===== src/rtl/qenc_pkg.sv =====
`timescale 1ns/1ps
package qenc_pkg;

  typedef enum logic [2:0] {
    SM_INTCLK  = 3'd0,
    SM_EDGE_B  = 3'd1,
    SM_EDGE_A  = 3'd2,
    SM_EDGE_AB = 3'd3
  } slave_mode_e;

  // Direction for an edge on channel A, given A's new level and B's level.
  // Returns 1 for a down count.
  function automatic logic a_edge_down(input logic a_now, input logic b_lvl);
    return ~(a_now ^ b_lvl);
  endfunction

  // Direction for an edge on channel B, given B's new level and A's level.
  function automatic logic b_edge_down(input logic b_now, input logic a_lvl);
    return b_now ^ a_lvl;
  endfunction

endpackage


===== src/rtl/qenc_sync.sv =====
`timescale 1ns/1ps
module qenc_sync #(
  parameter int STAGES = 2
) (
  input  logic clk,
  input  logic rst_n,
  input  logic raw_i,
  input  logic inv_i,
  output logic level_o,
  output logic edge_o
);
  logic [STAGES-1:0] shreg;
  logic              prev_q;

  always_ff @(posedge clk or negedge rst_n) begin
    if (!rst_n) begin
      shreg  <= '0;
      prev_q <= 1'b0;
    end else begin
      shreg  <= {shreg[STAGES-2:0], raw_i ^ inv_i};
      prev_q <= shreg[STAGES-1];
    end
  end

  assign level_o = shreg[STAGES-1];
  assign edge_o  = shreg[STAGES-1] ^ prev_q;
endmodule


===== src/rtl/qenc_presc.sv =====
`timescale 1ns/1ps
module qenc_presc #(
  parameter int DIV = 4
) (
  input  logic clk,
  input  logic rst_n,
  input  logic run_i,
  output logic tick_o
);
  localparam int PW = (DIV > 2) ? $clog2(DIV) : 1;
  localparam logic [PW-1:0] LAST = PW'(DIV - 1);

  logic [PW-1:0] div_q;

  always_ff @(posedge clk or negedge rst_n) begin
    if (!rst_n)          div_q <= '0;
    else if (!run_i)     div_q <= '0;
    else if (div_q == LAST) div_q <= '0;
    else                 div_q <= div_q + 1'b1;
  end

  assign tick_o = run_i && (div_q == LAST);

  // ticks of the internal source are never adjacent
  a_r11_tick_spacing: assert property (@(posedge clk) disable iff (!rst_n)
    tick_o |=> !tick_o);
endmodule


===== src/rtl/qenc_decode.sv =====
`timescale 1ns/1ps
module qenc_decode
  import qenc_pkg::*;
(
  input  logic [2:0] mode_i,
  input  logic       lvl_a_i,
  input  logic       lvl_b_i,
  input  logic       edge_a_i,
  input  logic       edge_b_i,
  input  logic       tick_i,
  output logic       step_o,
  output logic       down_o
);
  logic dn_a, dn_b;

  assign dn_a = a_edge_down(lvl_a_i, lvl_b_i);
  assign dn_b = b_edge_down(lvl_b_i, lvl_a_i);

  always_comb begin
    step_o = 1'b0;
    down_o = 1'b0;
    case (slave_mode_e'(mode_i))
      SM_INTCLK:  begin step_o = tick_i;               down_o = 1'b0; end
      SM_EDGE_B:  begin step_o = edge_b_i & ~edge_a_i; down_o = dn_b; end
      SM_EDGE_A:  begin step_o = edge_a_i & ~edge_b_i; down_o = dn_a; end
      SM_EDGE_AB: begin
        step_o = edge_a_i ^ edge_b_i;
        down_o = edge_a_i ? dn_a : dn_b;
      end
      default: ;
    endcase
  end
endmodule


===== src/rtl/qenc_count.sv =====
`timescale 1ns/1ps
module qenc_count #(
  parameter int CNT_W = 16
) (
  input  logic             clk,
  input  logic             rst_n,
  input  logic             step_i,
  input  logic             down_i,
  input  logic [CNT_W-1:0] reload_i,
  output logic [CNT_W-1:0] count_o,
  output logic             down_o,
  output logic             update_o
);
  function automatic logic [CNT_W-1:0] next_val(input logic [CNT_W-1:0] cur,
                                                input logic [CNT_W-1:0] rel,
                                                input logic dn);
    if (dn) return (cur == '0) ? rel : cur - 1'b1;
    else    return (cur >= rel) ? '0 : cur + 1'b1;
  endfunction

  logic wrap;
  assign wrap = step_i && (down_i ? (count_o == '0) : (count_o >= reload_i));

  always_ff @(posedge clk or negedge rst_n) begin
    if (!rst_n) begin
      count_o  <= '0;
      down_o   <= 1'b0;
      update_o <= 1'b0;
    end else begin
      update_o <= wrap;
      if (step_i) begin
        count_o <= next_val(count_o, reload_i, down_i);
        down_o  <= down_i;
      end
    end
  end

  // without a count the state holds and no pulse appears
  a_r8_hold: assert property (@(posedge clk) disable iff (!rst_n)
    !step_i |=> ($stable(count_o) && $stable(down_o) && !update_o));

  // an update pulse lands on one end of the range
  a_r7_update_at_end: assert property (@(posedge clk) disable iff (!rst_n)
    update_o |-> (count_o == '0 || count_o == $past(reload_i)));

  // outside a wrap the count moves by at most one
  a_r2_unit_step: assert property (@(posedge clk) disable iff (!rst_n)
    (!update_o && count_o != $past(count_o)) |->
      (count_o == $past(count_o) + 1'b1 || count_o == $past(count_o) - 1'b1));
endmodule


===== src/rtl/qenc_counter.sv =====
`timescale 1ns/1ps
module qenc_counter
  import qenc_pkg::*;
#(
  parameter int CNT_W       = 16,
  parameter int PRESC       = 4,
  parameter int SYNC_STAGES = 2
) (
  input  logic             clk,
  input  logic             rst_n,
  input  logic [2:0]       mode_i,
  input  logic             inv_a_i,
  input  logic             inv_b_i,
  input  logic             ti_a_i,
  input  logic             ti_b_i,
  input  logic [CNT_W-1:0] reload_i,
  output logic [CNT_W-1:0] count_o,
  output logic             down_o,
  output logic             update_o
);
  localparam int NCH = 2;

  logic [NCH-1:0] raw, inv, lvl, edg;
  logic           tick, step, step_dn, enc_mode;

  assign raw = {ti_b_i, ti_a_i};
  assign inv = {inv_b_i, inv_a_i};

  for (genvar g = 0; g < NCH; g++) begin : g_chan
    qenc_sync #(.STAGES(SYNC_STAGES)) i_sync (
      .clk     (clk),
      .rst_n   (rst_n),
      .raw_i   (raw[g]),
      .inv_i   (inv[g]),
      .level_o (lvl[g]),
      .edge_o  (edg[g])
    );
  end

  qenc_presc #(.DIV(PRESC)) i_presc (
    .clk    (clk),
    .rst_n  (rst_n),
    .run_i  (mode_i == SM_INTCLK),
    .tick_o (tick)
  );

  qenc_decode i_decode (
    .mode_i   (mode_i),
    .lvl_a_i  (lvl[0]),
    .lvl_b_i  (lvl[1]),
    .edge_a_i (edg[0]),
    .edge_b_i (edg[1]),
    .tick_i   (tick),
    .step_o   (step),
    .down_o   (step_dn)
  );

  qenc_count #(.CNT_W(CNT_W)) i_count (
    .clk      (clk),
    .rst_n    (rst_n),
    .step_i   (step),
    .down_i   (step_dn),
    .reload_i (reload_i),
    .count_o  (count_o),
    .down_o   (down_o),
    .update_o (update_o)
  );

  assign enc_mode = (mode_i == SM_EDGE_A) || (mode_i == SM_EDGE_B) || (mode_i == SM_EDGE_AB);

  // a simultaneous edge pair is discarded
  a_r5_pair_dropped: assert property (@(posedge clk) disable iff (!rst_n)
    (enc_mode && edg[0] && edg[1]) |=> ($stable(count_o) && !update_o));

  // reserved mode codes freeze the counter
  a_r12_hold: assert property (@(posedge clk) disable iff (!rst_n)
    (mode_i >= 3'd4) |=> ($stable(count_o) && $stable(down_o)));
endmodule


===== config.mk =====
export PLATFORM = sky130hd
export DESIGN_NAME = qenc_counter
export DESIGN_NICKNAME = d
export VERILOG_FILES = /design/src/rtl/qenc_pkg.sv /design/src/rtl/qenc_sync.sv /design/src/rtl/qenc_presc.sv /design/src/rtl/qenc_decode.sv /design/src/rtl/qenc_count.sv /design/src/rtl/qenc_counter.sv
export SDC_FILE = /design/constraint.sdc
export NUM_CORES = 1
export LEC_CHECK = 0
export BUFFER_PORTS_ARGS = -buffer_cell sky130_fd_sc_hd__buf_4
export CAP_MARGIN = 20
export CELL_PAD_IN_SITES_DETAIL_PLACEMENT = 0
export CELL_PAD_IN_SITES_GLOBAL_PLACEMENT = 2
export CORE_MARGIN = 3
export CORE_UTILIZATION = 36
export CTS_CLUSTER_DIAMETER = 60
export DETAILED_ROUTE_END_ITERATION = 10
export PLACE_DENSITY_LB_ADDON = 0.1
export SLEW_MARGIN = 20
export SYNTH_ARGS = -nofsm -noshare
export SYNTH_HDL_FRONTEND = slang
export SYNTH_SLANG_ARGS = --single-unit

===== constraint.sdc =====
create_clock -name clk -period 3.1 [get_ports clk]
set_input_delay 0.775 -clock clk [delete_from_list [all_inputs] [get_ports clk]]
set_output_delay 0.775 -clock clk [all_outputs]
set_load 0.01 [all_outputs]

==> results.cfg <==
[clock_network]
htreeDepth = 1
clk_path_buf_depth = 2
cts_root_buf = clkbuf_8
clk_latency_ns = 0.29
cts_sinks = 26
postCtsSetupBuffers = 0
cts-resized-gates = 0
cts_hold_buf = 0
cts_tree = done
clkTransAtPathRegs_ns = 0.11
cts_buffers = 3

[route]
vias = 2174
drtPass1Iterations = 4
routed_wl_um = 6410
route.detailed.drc = 0
wl_per_cell_um = 15.9
vias_per_cell = 5.41
drt_iter0_drc = 99
ant_nets = 0

[place]
port_buffers = 42
gp_routability_congestion = 0.784
dp.cells = 398
place_hpwl_um = 4770

[setup_path]
path_class = input port to register
required_ns = 3.32
crit_fanout = 12
start_kind = input port
cp.arrival_ns = 2.99
end_kind = register

[yosys]
synthFlopType = dfrtp_1
synth.avg_cell_area_um2 = 8.44
synthArstFlopShare_pct = 100
synth_edf_count = 0
yosys_warnings = 0
syn_nets = 329
ys_ff_latch = 26
ys_types = 48
ys_seq_area_share_pct = 27.3
syn_area_mm2 = 0.00238
syn_inst = 282

[global_route]
grt_pass1_vias = 2021
grt_first_pass_wirelength_um = 10500
grt_usage_pct = 17.7
antenna_found_initial = 0
grt_max_degree = 27
grt-ovfl-total = 0

[sta]
period_share_pct = 89.5
max_slew_margin_pct = 38.7
slew_viol_final = 0
finalHoldViolCount = 0
rsz0062_at_grt = no
skew_ns = 0.0176
min_period_ns = 2.77
setup-violations-final = 0
fmax_mhz = 360
worstMarginPinSlew_ns = 0.915
hold_slack_ns = 0.364

[outcome]
status = complete, no violations

[finish]
n_antenna_cell = 0
seqCellArea_um2 = 651
fin_cells = 402
nNetsFinal = 375
n_fill_cell = 621
syn_to_final_growth_pct = 20.2
multi_input_area_mm2 = 0.00154
drive_above_1_share_pct = 23.9

[power_and_ir_drop]
totalPowerFinal_mw = 1.95
ir_worst_vdd_v = 0.000404
p_leak_nw = 1.36
power_density_mw_per_mm2 = 680

[floorplanning]
coreArea_mm2 = 0.00617
start_util_pct = 38.6
die_x_um = 87.3
fp.dieH_um = 87.3
die_area_mm2 = 0.00762
ios = 43
rows = 28

[hold_path]
hold_path.class = register to register

[flow_run]
maxCapViolCount = 0
logic make-up after synthesis:
kind of cell	Yosys count	share of synthesized area (%)
AO/OA/AOI/OAI	64	20.1
multiplexers	4	1.89
AND/OR/NAND/NOR	113	25.4
XOR/XNOR	16	5.89
buffers and inverters	37	7.83
flip-flops	26	27.3
adder cells (fa/ha/maj)	22	11.6
final timing paths:
path,start,end,slack (ns),cells after the start
hold reg to reg,g_chan[1].i_sync.shreg[0]$_DFF_PN0_,g_chan[1].i_sync.shreg[1]$_DFF_PN0_,0.36,0
min in group asynchronous,rst_n,i_count.count_o[15]$_DFFE_PN0P_,0.39,1
hold / removal,g_chan[1].i_sync.shreg[0]$_DFF_PN0_,g_chan[1].i_sync.shreg[1]$_DFF_PN0_,0.36,0
setup / recovery,reload_i[9],i_count.count_o[4]$_DFFE_PN0P_,0.33,9
setup reg to reg,i_count.count_o[8]$_DFFE_PN0P_,i_count.count_o[4]$_DFFE_PN0P_,0.45,7
max in group asynchronous,rst_n,i_count.count_o[6]$_DFFE_PN0P_,2.44,1
cell usage in the layout, fill, tap and decap left out, types with 2 or more instances in the layout:
| master | count |
|---|---|
| xor2_1 | 9 |
| nor2b_1 | 7 |
| nor3b_1 | 2 |
| nor3_1 | 17 |
| dfrtp_1 | 26 |
| ha_1 | 22 |
| nand4b_1 | 2 |
| mux2i_1 | 3 |
| and3_1 | 9 |
| nand2b_1 | 2 |
| or3_1 | 2 |
| a221o_1 | 12 |
| o21ai_0 | 18 |
| a21o_1 | 2 |
| a31oi_1 | 3 |
| nor2_1 | 30 |
| nor3_2 | 2 |
| nor4_1 | 5 |
| buf_4 | 56 |
| inv_1 | 22 |
| o21ai_2 | 2 |
| clkbuf_8 | 3 |
| and2_1 | 4 |
| nand2_1 | 18 |
| a211oi_1 | 10 |
| o21ai_1 | 2 |
| nand4_1 | 3 |
| nor2_2 | 3 |
| a211o_1 | 2 |
| xnor2_1 | 7 |
| a21oi_1 | 5 |
| a211oi_2 | 2 |
layer usage:
layer  vias up  GRT usage (%)  share of wire (%)  wire [µm]
met2        59           25.9                 43       2780
met1      1005           26.7                 49       3130
met4         0           3.77               0.72         46
met5         -              0                  0          0
met3         5           3.22                7.1        452
li1       1105              -                  -          -
report_power, final:
part	internal [mW]	switching, mW	total (mW)
combinational	0.506	0.602	1.11
sequential	0.422	0.125	0.547
clock	0.173	0.119	0.292
total	1.10	0.845	1.95
cells in the mapped netlist (4+ instances only):
library cell / number / area, µm²
xnor2_1: 7 / 61.3
ha_1: 22 / 275
buf_2: 5 / 25.0
o21ai_0: 18 / 90.1
and3_1: 9 / 56.3
nand2_1: 18 / 67.6
nor4_1: 5 / 31.3
dfrtp_1: 26 / 651
a21oi_1: 5 / 25.0
nor3_1: 17 / 85.1
a211oi_1: 10 / 75.1
and2_1: 4 / 25.0
nor2b_1: 7 / 43.8
inv_1: 22 / 82.6
a221o_1: 12 / 120
nor2_1: 30 / 113
buf_6: 4 / 45.0
xor2_1: 9 / 78.8
sequential cells by signal, summed over array words and instances (netlist names):
register	count
i_count.update_o	1
i_count.count_o	16
i_count.down_o	1
g_chan.i_sync.shreg	4
g_chan.i_sync.prev_q	2
i_presc.div_q	2
metrics by stage:
stage | TNS (ns) | setup WS [ns] | area (µm²) | util, %
2_1_floorplan | 0 | 0.633 | 2380 | -
3_3_place_gp | -1.11 | -0.0968 | 2790 | 45.3
3_5_place_dp | -0.0894 | -0.0179 | 2790 | 45.3
4_1_cts | 0 | 0.290 | 2860 | 46.4
5_1_grt | 0 | 0.128 | 2860 | 46.4
6_report | 0 | 0.326 | 2860 | 46.4
critical path, stage by stage:
cell and delay, ns:
buf_4 0.09, inv_1 0.04, ha_1 0.29, a21oi_1 0.14
o21ai_0 0.22, o21ai_0 0.34, o21ai_2 0.09, nor2_1 0.71
a221o_1 0.29
final cells by class:
cell class | count | share of cell area [%]
Clock buffer | 3 | 1.44
Timing Repair Buffer | 56 | 14.7
Clock inverter | 1 | 1.05
Tap cell | 75 | 3.28
Inverter | 22 | 2.89
Multi-Input combinational cell | 219 | 53.9
Sequential cell | 26 | 22.7
(Power assumes the default switching activity.)
